==> src/rtl/bpg_pkg.sv <==
// Package: shared types and register bit positions for the bridge power gate.
// Assumes 32-bit configuration registers.
package bpg_pkg;
    localparam int REG_W      = 32;
    localparam int PS_W       = 2;
    localparam int PS_LSB     = 0;
    localparam int FIXED_BIT  = 3;
    localparam int WAKE_BIT   = 8;
    localparam int SBR_BIT    = 0;
    localparam int MALOG_BIT  = 1;

    typedef enum logic [PS_W-1:0] {
        PS_D0 = 2'b00,
        PS_D1 = 2'b01,
        PS_D2 = 2'b10,
        PS_D3 = 2'b11
    } pm_state_e;

    typedef enum logic [1:0] {
        RQ_MEM  = 2'b00,
        RQ_IO   = 2'b01,
        RQ_CFG0 = 2'b10,
        RQ_CFG1 = 2'b11
    } req_kind_e;
endpackage

==> src/rtl/bpg_pm_reg.sv <==
// Module: power state field and sticky wake-enable bit.
// Assumes a single-cycle write strobe already qualified by register select.
// Writes requesting D1 or D2 are accepted but leave the state unchanged.
module bpg_pm_reg
    import bpg_pkg::*;
(
    input  logic             clk,
    input  logic             rst_n,
    input  logic             por_n,
    input  logic             wr_en,
    input  logic [REG_W-1:0] wdata,
    output pm_state_e        state,
    output logic             wake_en
);
    logic [PS_W-1:0] req_ps;
    logic            ps_ok;

    assign req_ps = wdata[PS_LSB +: PS_W];

    // Accept only supported target states.
    always_comb begin
        ps_ok = (req_ps == PS_D0) || (req_ps == PS_D3);
    end

    // Power state: cleared by either reset, updated only on a legal write.
    always_ff @(posedge clk) begin
        if (!rst_n || !por_n)
            state <= PS_D0;
        else if (wr_en && ps_ok)
            state <= pm_state_e'(req_ps);
    end

    // Wake enable: survives functional reset, cleared only at power-on.
    always_ff @(posedge clk) begin
        if (!por_n)
            wake_en <= 1'b0;
        else if (wr_en)
            wake_en <= wdata[WAKE_BIT];
    end
endmodule

==> src/rtl/bpg_gate.sv <==
// Module: per-request claim/abort decision with one register stage.
// Assumes at most one request per cycle; the decision uses the state
// held at the sampling edge.
module bpg_gate
    import bpg_pkg::*;
(
    input  logic      clk,
    input  logic      rst_n,
    input  logic      req_valid,
    input  req_kind_e req_type,
    input  pm_state_e state,
    output logic      rsp_valid,
    output logic      rsp_claim,
    output logic      abort_pulse
);
    logic claim_now;

    // Type 0 config always passes; everything else needs D0.
    always_comb begin
        claim_now = (state == PS_D0) || (req_type == RQ_CFG0);
    end

    // Register the decision and the abort pulse.
    always_ff @(posedge clk) begin
        if (!rst_n) begin
            rsp_valid   <= 1'b0;
            rsp_claim   <= 1'b0;
            abort_pulse <= 1'b0;
        end else begin
            rsp_valid   <= req_valid;
            rsp_claim   <= req_valid && claim_now;
            abort_pulse <= req_valid && !claim_now;
        end
    end
endmodule

==> src/rtl/bpg_bctl.sv <==
// Module: bus reset control bit and sticky master-abort flag.
// Assumes abort_evt is asserted on the same edge the decision is registered;
// a set from abort_evt wins over a write-one-to-clear in the same cycle.
module bpg_bctl
    import bpg_pkg::*;
(
    input  logic             clk,
    input  logic             rst_n,
    input  logic             wr_en,
    input  logic [REG_W-1:0] wdata,
    input  logic             abort_evt,
    output logic             sbr,
    output logic             ma_flag
);
    // Secondary bus reset bit: plain read/write.
    always_ff @(posedge clk) begin
        if (!rst_n)
            sbr <= 1'b0;
        else if (wr_en)
            sbr <= wdata[SBR_BIT];
    end

    // Sticky abort flag: set by events, cleared by writing one.
    always_ff @(posedge clk) begin
        if (!rst_n)
            ma_flag <= 1'b0;
        else if (abort_evt)
            ma_flag <= 1'b1;
        else if (wr_en && wdata[MALOG_BIT])
            ma_flag <= 1'b0;
    end
endmodule

==> src/rtl/bridge_pm_gate.sv <==
// Module: top of the bridge power gate. It holds the power register and the
// control register and gates downstream requests by power state.
// Assumes synchronous active-low resets; the power-on reset implies a
// functional reset.
module bridge_pm_gate
    import bpg_pkg::*;
(
    input  logic             clk,
    input  logic             rst_n,
    input  logic             por_n,
    input  logic             cfg_wr_en,
    input  logic             cfg_sel,
    input  logic [REG_W-1:0] cfg_wdata,
    output logic [REG_W-1:0] cfg_rdata,
    input  logic             req_valid,
    input  logic [1:0]       req_type,
    output logic             rsp_valid,
    output logic             rsp_claim,
    output logic             ma_log_pulse,
    output logic             hot_reset_req
);
    logic      func_rst_n;
    pm_state_e pm_state;
    logic      wake_en;
    logic      sbr;
    logic      ma_flag;
    logic      pm_wr;
    logic      ctl_wr;

    assign func_rst_n = rst_n && por_n;
    assign pm_wr      = cfg_wr_en && !cfg_sel;
    assign ctl_wr     = cfg_wr_en && cfg_sel;

    bpg_pm_reg u_pm (
        .clk     (clk),
        .rst_n   (rst_n),
        .por_n   (por_n),
        .wr_en   (pm_wr),
        .wdata   (cfg_wdata),
        .state   (pm_state),
        .wake_en (wake_en)
    );

    bpg_gate u_gate (
        .clk         (clk),
        .rst_n       (func_rst_n),
        .req_valid   (req_valid),
        .req_type    (req_kind_e'(req_type)),
        .state       (pm_state),
        .rsp_valid   (rsp_valid),
        .rsp_claim   (rsp_claim),
        .abort_pulse (ma_log_pulse)
    );

    // The flag is set on the same edge that registers the abort decision.
    logic abort_now;
    assign abort_now = req_valid && (pm_state != PS_D0) &&
                       (req_kind_e'(req_type) != RQ_CFG0);

    bpg_bctl u_bctl (
        .clk       (clk),
        .rst_n     (func_rst_n),
        .wr_en     (ctl_wr),
        .wdata     (cfg_wdata),
        .abort_evt (abort_now),
        .sbr       (sbr),
        .ma_flag   (ma_flag)
    );

    assign hot_reset_req = sbr;

    // Read mux: assemble the selected register; unused bits are zero.
    always_comb begin
        cfg_rdata = '0;
        if (!cfg_sel) begin
            cfg_rdata[PS_LSB +: PS_W] = pm_state;
            cfg_rdata[FIXED_BIT]      = 1'b1;
            cfg_rdata[WAKE_BIT]       = wake_en;
        end else begin
            cfg_rdata[SBR_BIT]   = sbr;
            cfg_rdata[MALOG_BIT] = ma_flag;
        end
    end
endmodule

==> config.mk <==
export PLATFORM = sky130hd
export DESIGN_NAME = bridge_pm_gate
export DESIGN_NICKNAME = d
export VERILOG_FILES = /design/src/rtl/bpg_pkg.sv /design/src/rtl/bpg_pm_reg.sv /design/src/rtl/bpg_gate.sv /design/src/rtl/bpg_bctl.sv /design/src/rtl/bridge_pm_gate.sv
export SDC_FILE = /design/constraint.sdc
export NUM_CORES = 1
export LEC_CHECK = 0
export ABC_CLOCK_PERIOD_IN_PS = 2000
export CORE_MARGIN = 3
export CORE_UTILIZATION = 40
export CTS_BUF_LIST = sky130_fd_sc_hd__clkbuf_4 sky130_fd_sc_hd__clkbuf_8 sky130_fd_sc_hd__clkbuf_16
export CTS_CLUSTER_SIZE = 24
export DETAILED_ROUTE_END_ITERATION = 6
export DONT_BUFFER_PORTS = 1
export SYNTH_ARGS = -nofsm -noshare
export SYNTH_HDL_FRONTEND = slang
export SYNTH_SLANG_ARGS = --single-unit
==> constraint.sdc <==
create_clock -name clk -period 2 [get_ports clk]
set_input_delay 0.3 -clock clk [delete_from_list [all_inputs] [get_ports clk]]
set_output_delay 0.3 -clock clk [all_outputs]
set_load 0.01 [all_outputs]
==> results_dict.tcl <==
set metrics [dict create \
    grt.overflow.total 0 \
    antenna_violations_before_repair 0 \
    post-cts-setup-buffers 0 \
    ys_ff_latch 8 \
    yosys_warnings 0 \
    netlist_area_um2 564 \
    vias_per_cell 4.51 \
    outcome "finished, final reports clean" \
    io_pins 76 \
    finalCriticalPeriod_ps 1210 \
    worst_hold_slack_ps 192 \
    first_global_vias 282 \
    drv.max_cap_violation_count 0 \
    synth.avg_cell_area_um2 8.55 \
    total_drc_errors_in_the_routed_layout 0 \
    insertedDiodeCount 0 \
    max-vdd-ir-drop_mv 0.237 \
    arrival_worst_endpoint_ps 910 \
    synthCells 66 \
    groute.usage.overall_pct 8.74 \
    leading_cell_type_in_the_layout_fill_and_taps_excluded "sky130_fd_sc_hd__conb_1" \
    power_density_nw_per_um2 678 \
    fmax_ghz 0.830 \
    start_util_pct 46.4 \
    endpoint_kind "output port" \
    cts_max_path_buffers 2 \
    clock_latency_ps 250 \
    drtAntennaViolNets 0 \
    die_area_um2 1900 \
    path_class "reg2out" \
    seq_area_frac_synth_pct 28.4 \
    cts-hold-fix-buffers 0 \
    number_of_buffers_created_by_cts 3 \
    die_height_um 43.6 \
    number_of_fill_cells_in_the_layout 138 \
    hold_path.class "in2reg" \
    maximum_number_of_pins_on_one_net_before_global_route_repair 10 \
    period_share_pct 60.3 \
    die_w_um 43.6 \
    critical_path_cell_list "mux2_2" \
    grt_first_pass_wirelength_mm 1.24 \
    finalSetupViolCount 0 \
    finalWeightedCongestion 0.725 \
    core_area_um2 1220 \
    slew_violations 0 \
    wl_per_cell_um 10.3 \
    post_synth_num_cell_types 20 \
    cellLeakagePower_nw 0.239 \
    std_cell_rows 12 \
    area.growth.synth_to_final_pct -14.2 \
    clk_pin_slew_worst_paths_ps 50 \
    most-common-layout-cells "sky130_fd_sc_hd__conb_1, sky130_fd_sc_hd__dfxtp_1, sky130_fd_sc_hd__nand2_1" \
    htreeDepth 1 \
    vias 365 \
    skew_ps 4.43 \
    critical_path_fanout_max 3 \
    setup_repair_after_global_routing_missed_its_margin "false" \
    critical_path.slowest_cell "sky130_fd_sc_hd__dfxtp_1" \
    cts_sinks 8 \
    post_cts.resized_instances 0 \
    drt-total-wl_um 837 \
    worst_path_required_time_ps 1700 \
    detail_route.first_pass.iterations 4 \
    dp.final_hpwl_um 702 \
    cts.root.buffer_cell "sky130_fd_sc_hd__clkbuf_4" \
    first_iter_violations 3 \
    cp.buffers_inverters 0 \
    critical_path.max_stage_delay_ps 340 \
    io_buffer_count 0 \
    timing_hold_violations_final 0 \
    final_net_count 109 \
    drive_gt1_share_pct 11.9 \
    start_kind "flip-flop" \
    fin_tns_setup_ps 0 \
    critical-path-top-delay-family "flip-flops" \
    tritoncts_clock_tree "built" \
]
[cell families (layout without fill, tap and decap cells)]
| group | Yosys count | in the layout | share of synthesized area [%] |
|---|---|---|---|
| AOI/OAI and AO/OA | 9 | 9 | 10.2 |
| buffers and inverters | 31 | 5 | 40.6 |
| DFF | 8 | 8 | 28.4 |
| muxes | 2 | 2 | 3.99 |
| other | 1 | 28 | 0.665 |
| and+or+nand+nor | 15 | 15 | 16.2 |
[where the power goes]
group	internal, mW	switching (mW)	leakage, nW
Sequential	0.163	0.00284	0.0650
Combinational	0.00875	0.0320	0.160
Clock	0.0685	0.0528	0.0138
Total	0.241	0.0877	0.239
[per-stage QoR]
| step | worst slack, ps | std cells | util [%] | total power [mW] | cell area, um2 |
|---|---|---|---|---|---|
| final | 795 | 81 | 39.8 | 0.328 | 484 |
| after global placement | 1050 | 78 | 38.0 | 0.209 | 462 |
| after CTS | 787 | 81 | 39.8 | 0.331 | 484 |
| after global routing | 768 | 81 | 39.8 | 0.344 | 484 |
| after detailed placement | 1050 | 78 | 38.0 | 0.209 | 462 |
| after floorplan | 952 | 93 | - | 0.251 | 666 |
[worst paths after layout]
path	start	to	slack [ps]	cells after the start
worst max register to register	u_pm.state[0]	u_gate.rsp_claim	1250	2
worst min-delay path	cfg_wdata[8]	u_pm.wake_en	190	2
worst max-delay path	u_bctl.sbr	cfg_rdata[0]	790	1
worst min register to register	u_pm.wake_en	u_pm.wake_en	450	2
[Yosys cell counts]
| master | count | area (um2) |
|---|---|---|
| sky130_fd_sc_hd__a21boi_0 | 1 | 7.51 |
| sky130_fd_sc_hd__a21oi_1 | 4 | 20.0 |
| sky130_fd_sc_hd__and2_1 | 1 | 6.26 |
| sky130_fd_sc_hd__and2b_1 | 1 | 7.51 |
| sky130_fd_sc_hd__and2b_2 | 1 | 8.76 |
| sky130_fd_sc_hd__and3_1 | 1 | 6.26 |
| sky130_fd_sc_hd__buf_4 | 28 | 210 |
| sky130_fd_sc_hd__buf_6 | 1 | 11.3 |
| sky130_fd_sc_hd__conb_1 | 1 | 3.75 |
| sky130_fd_sc_hd__dfxtp_1 | 8 | 160 |
| sky130_fd_sc_hd__inv_1 | 2 | 7.51 |
| sky130_fd_sc_hd__mux2_2 | 2 | 22.5 |
| sky130_fd_sc_hd__nand2_1 | 6 | 22.5 |
| sky130_fd_sc_hd__nand2b_4 | 1 | 13.8 |
| sky130_fd_sc_hd__nand3_1 | 2 | 10.0 |
| sky130_fd_sc_hd__nand3_2 | 1 | 10.0 |
| sky130_fd_sc_hd__nor2b_1 | 1 | 6.26 |
| sky130_fd_sc_hd__o221ai_1 | 1 | 8.76 |
| sky130_fd_sc_hd__o22ai_1 | 1 | 6.26 |
| sky130_fd_sc_hd__o31ai_1 | 2 | 15.0 |
[state kept, by name, indices dropped and copies added, names as in the netlist]
register	flops
u_gate.rsp_claim	1
u_bctl.sbr	1
u_pm.state	2
u_gate.rsp_valid	1
u_pm.wake_en	1
u_gate.abort_pulse	1
u_bctl.ma_flag	1
[final cells by class]
class / instances / area [um2] / share of cell area, %
clock buffers: 3 / 22.5 / 4.65
inverters: 2 / 7.51 / 1.55
multi-input cells: 54 / 277 / 57.1
flip-flops and latches: 8 / 160 / 33.1
well taps: 14 / 17.5 / 3.62
[per-layer routing]
metal / track usage [%] / share of wire [%] / vias up
li1: - / - / 164
met1: 9.90 / 35 / 162
met2: 12.2 / 44 / 37
met3: 5.39 / 19 / 2
met4: 5.42 / 1.2 / 0
met5: 0 / 0 / -
Note: power is estimated with default switching activity, not from simulation.
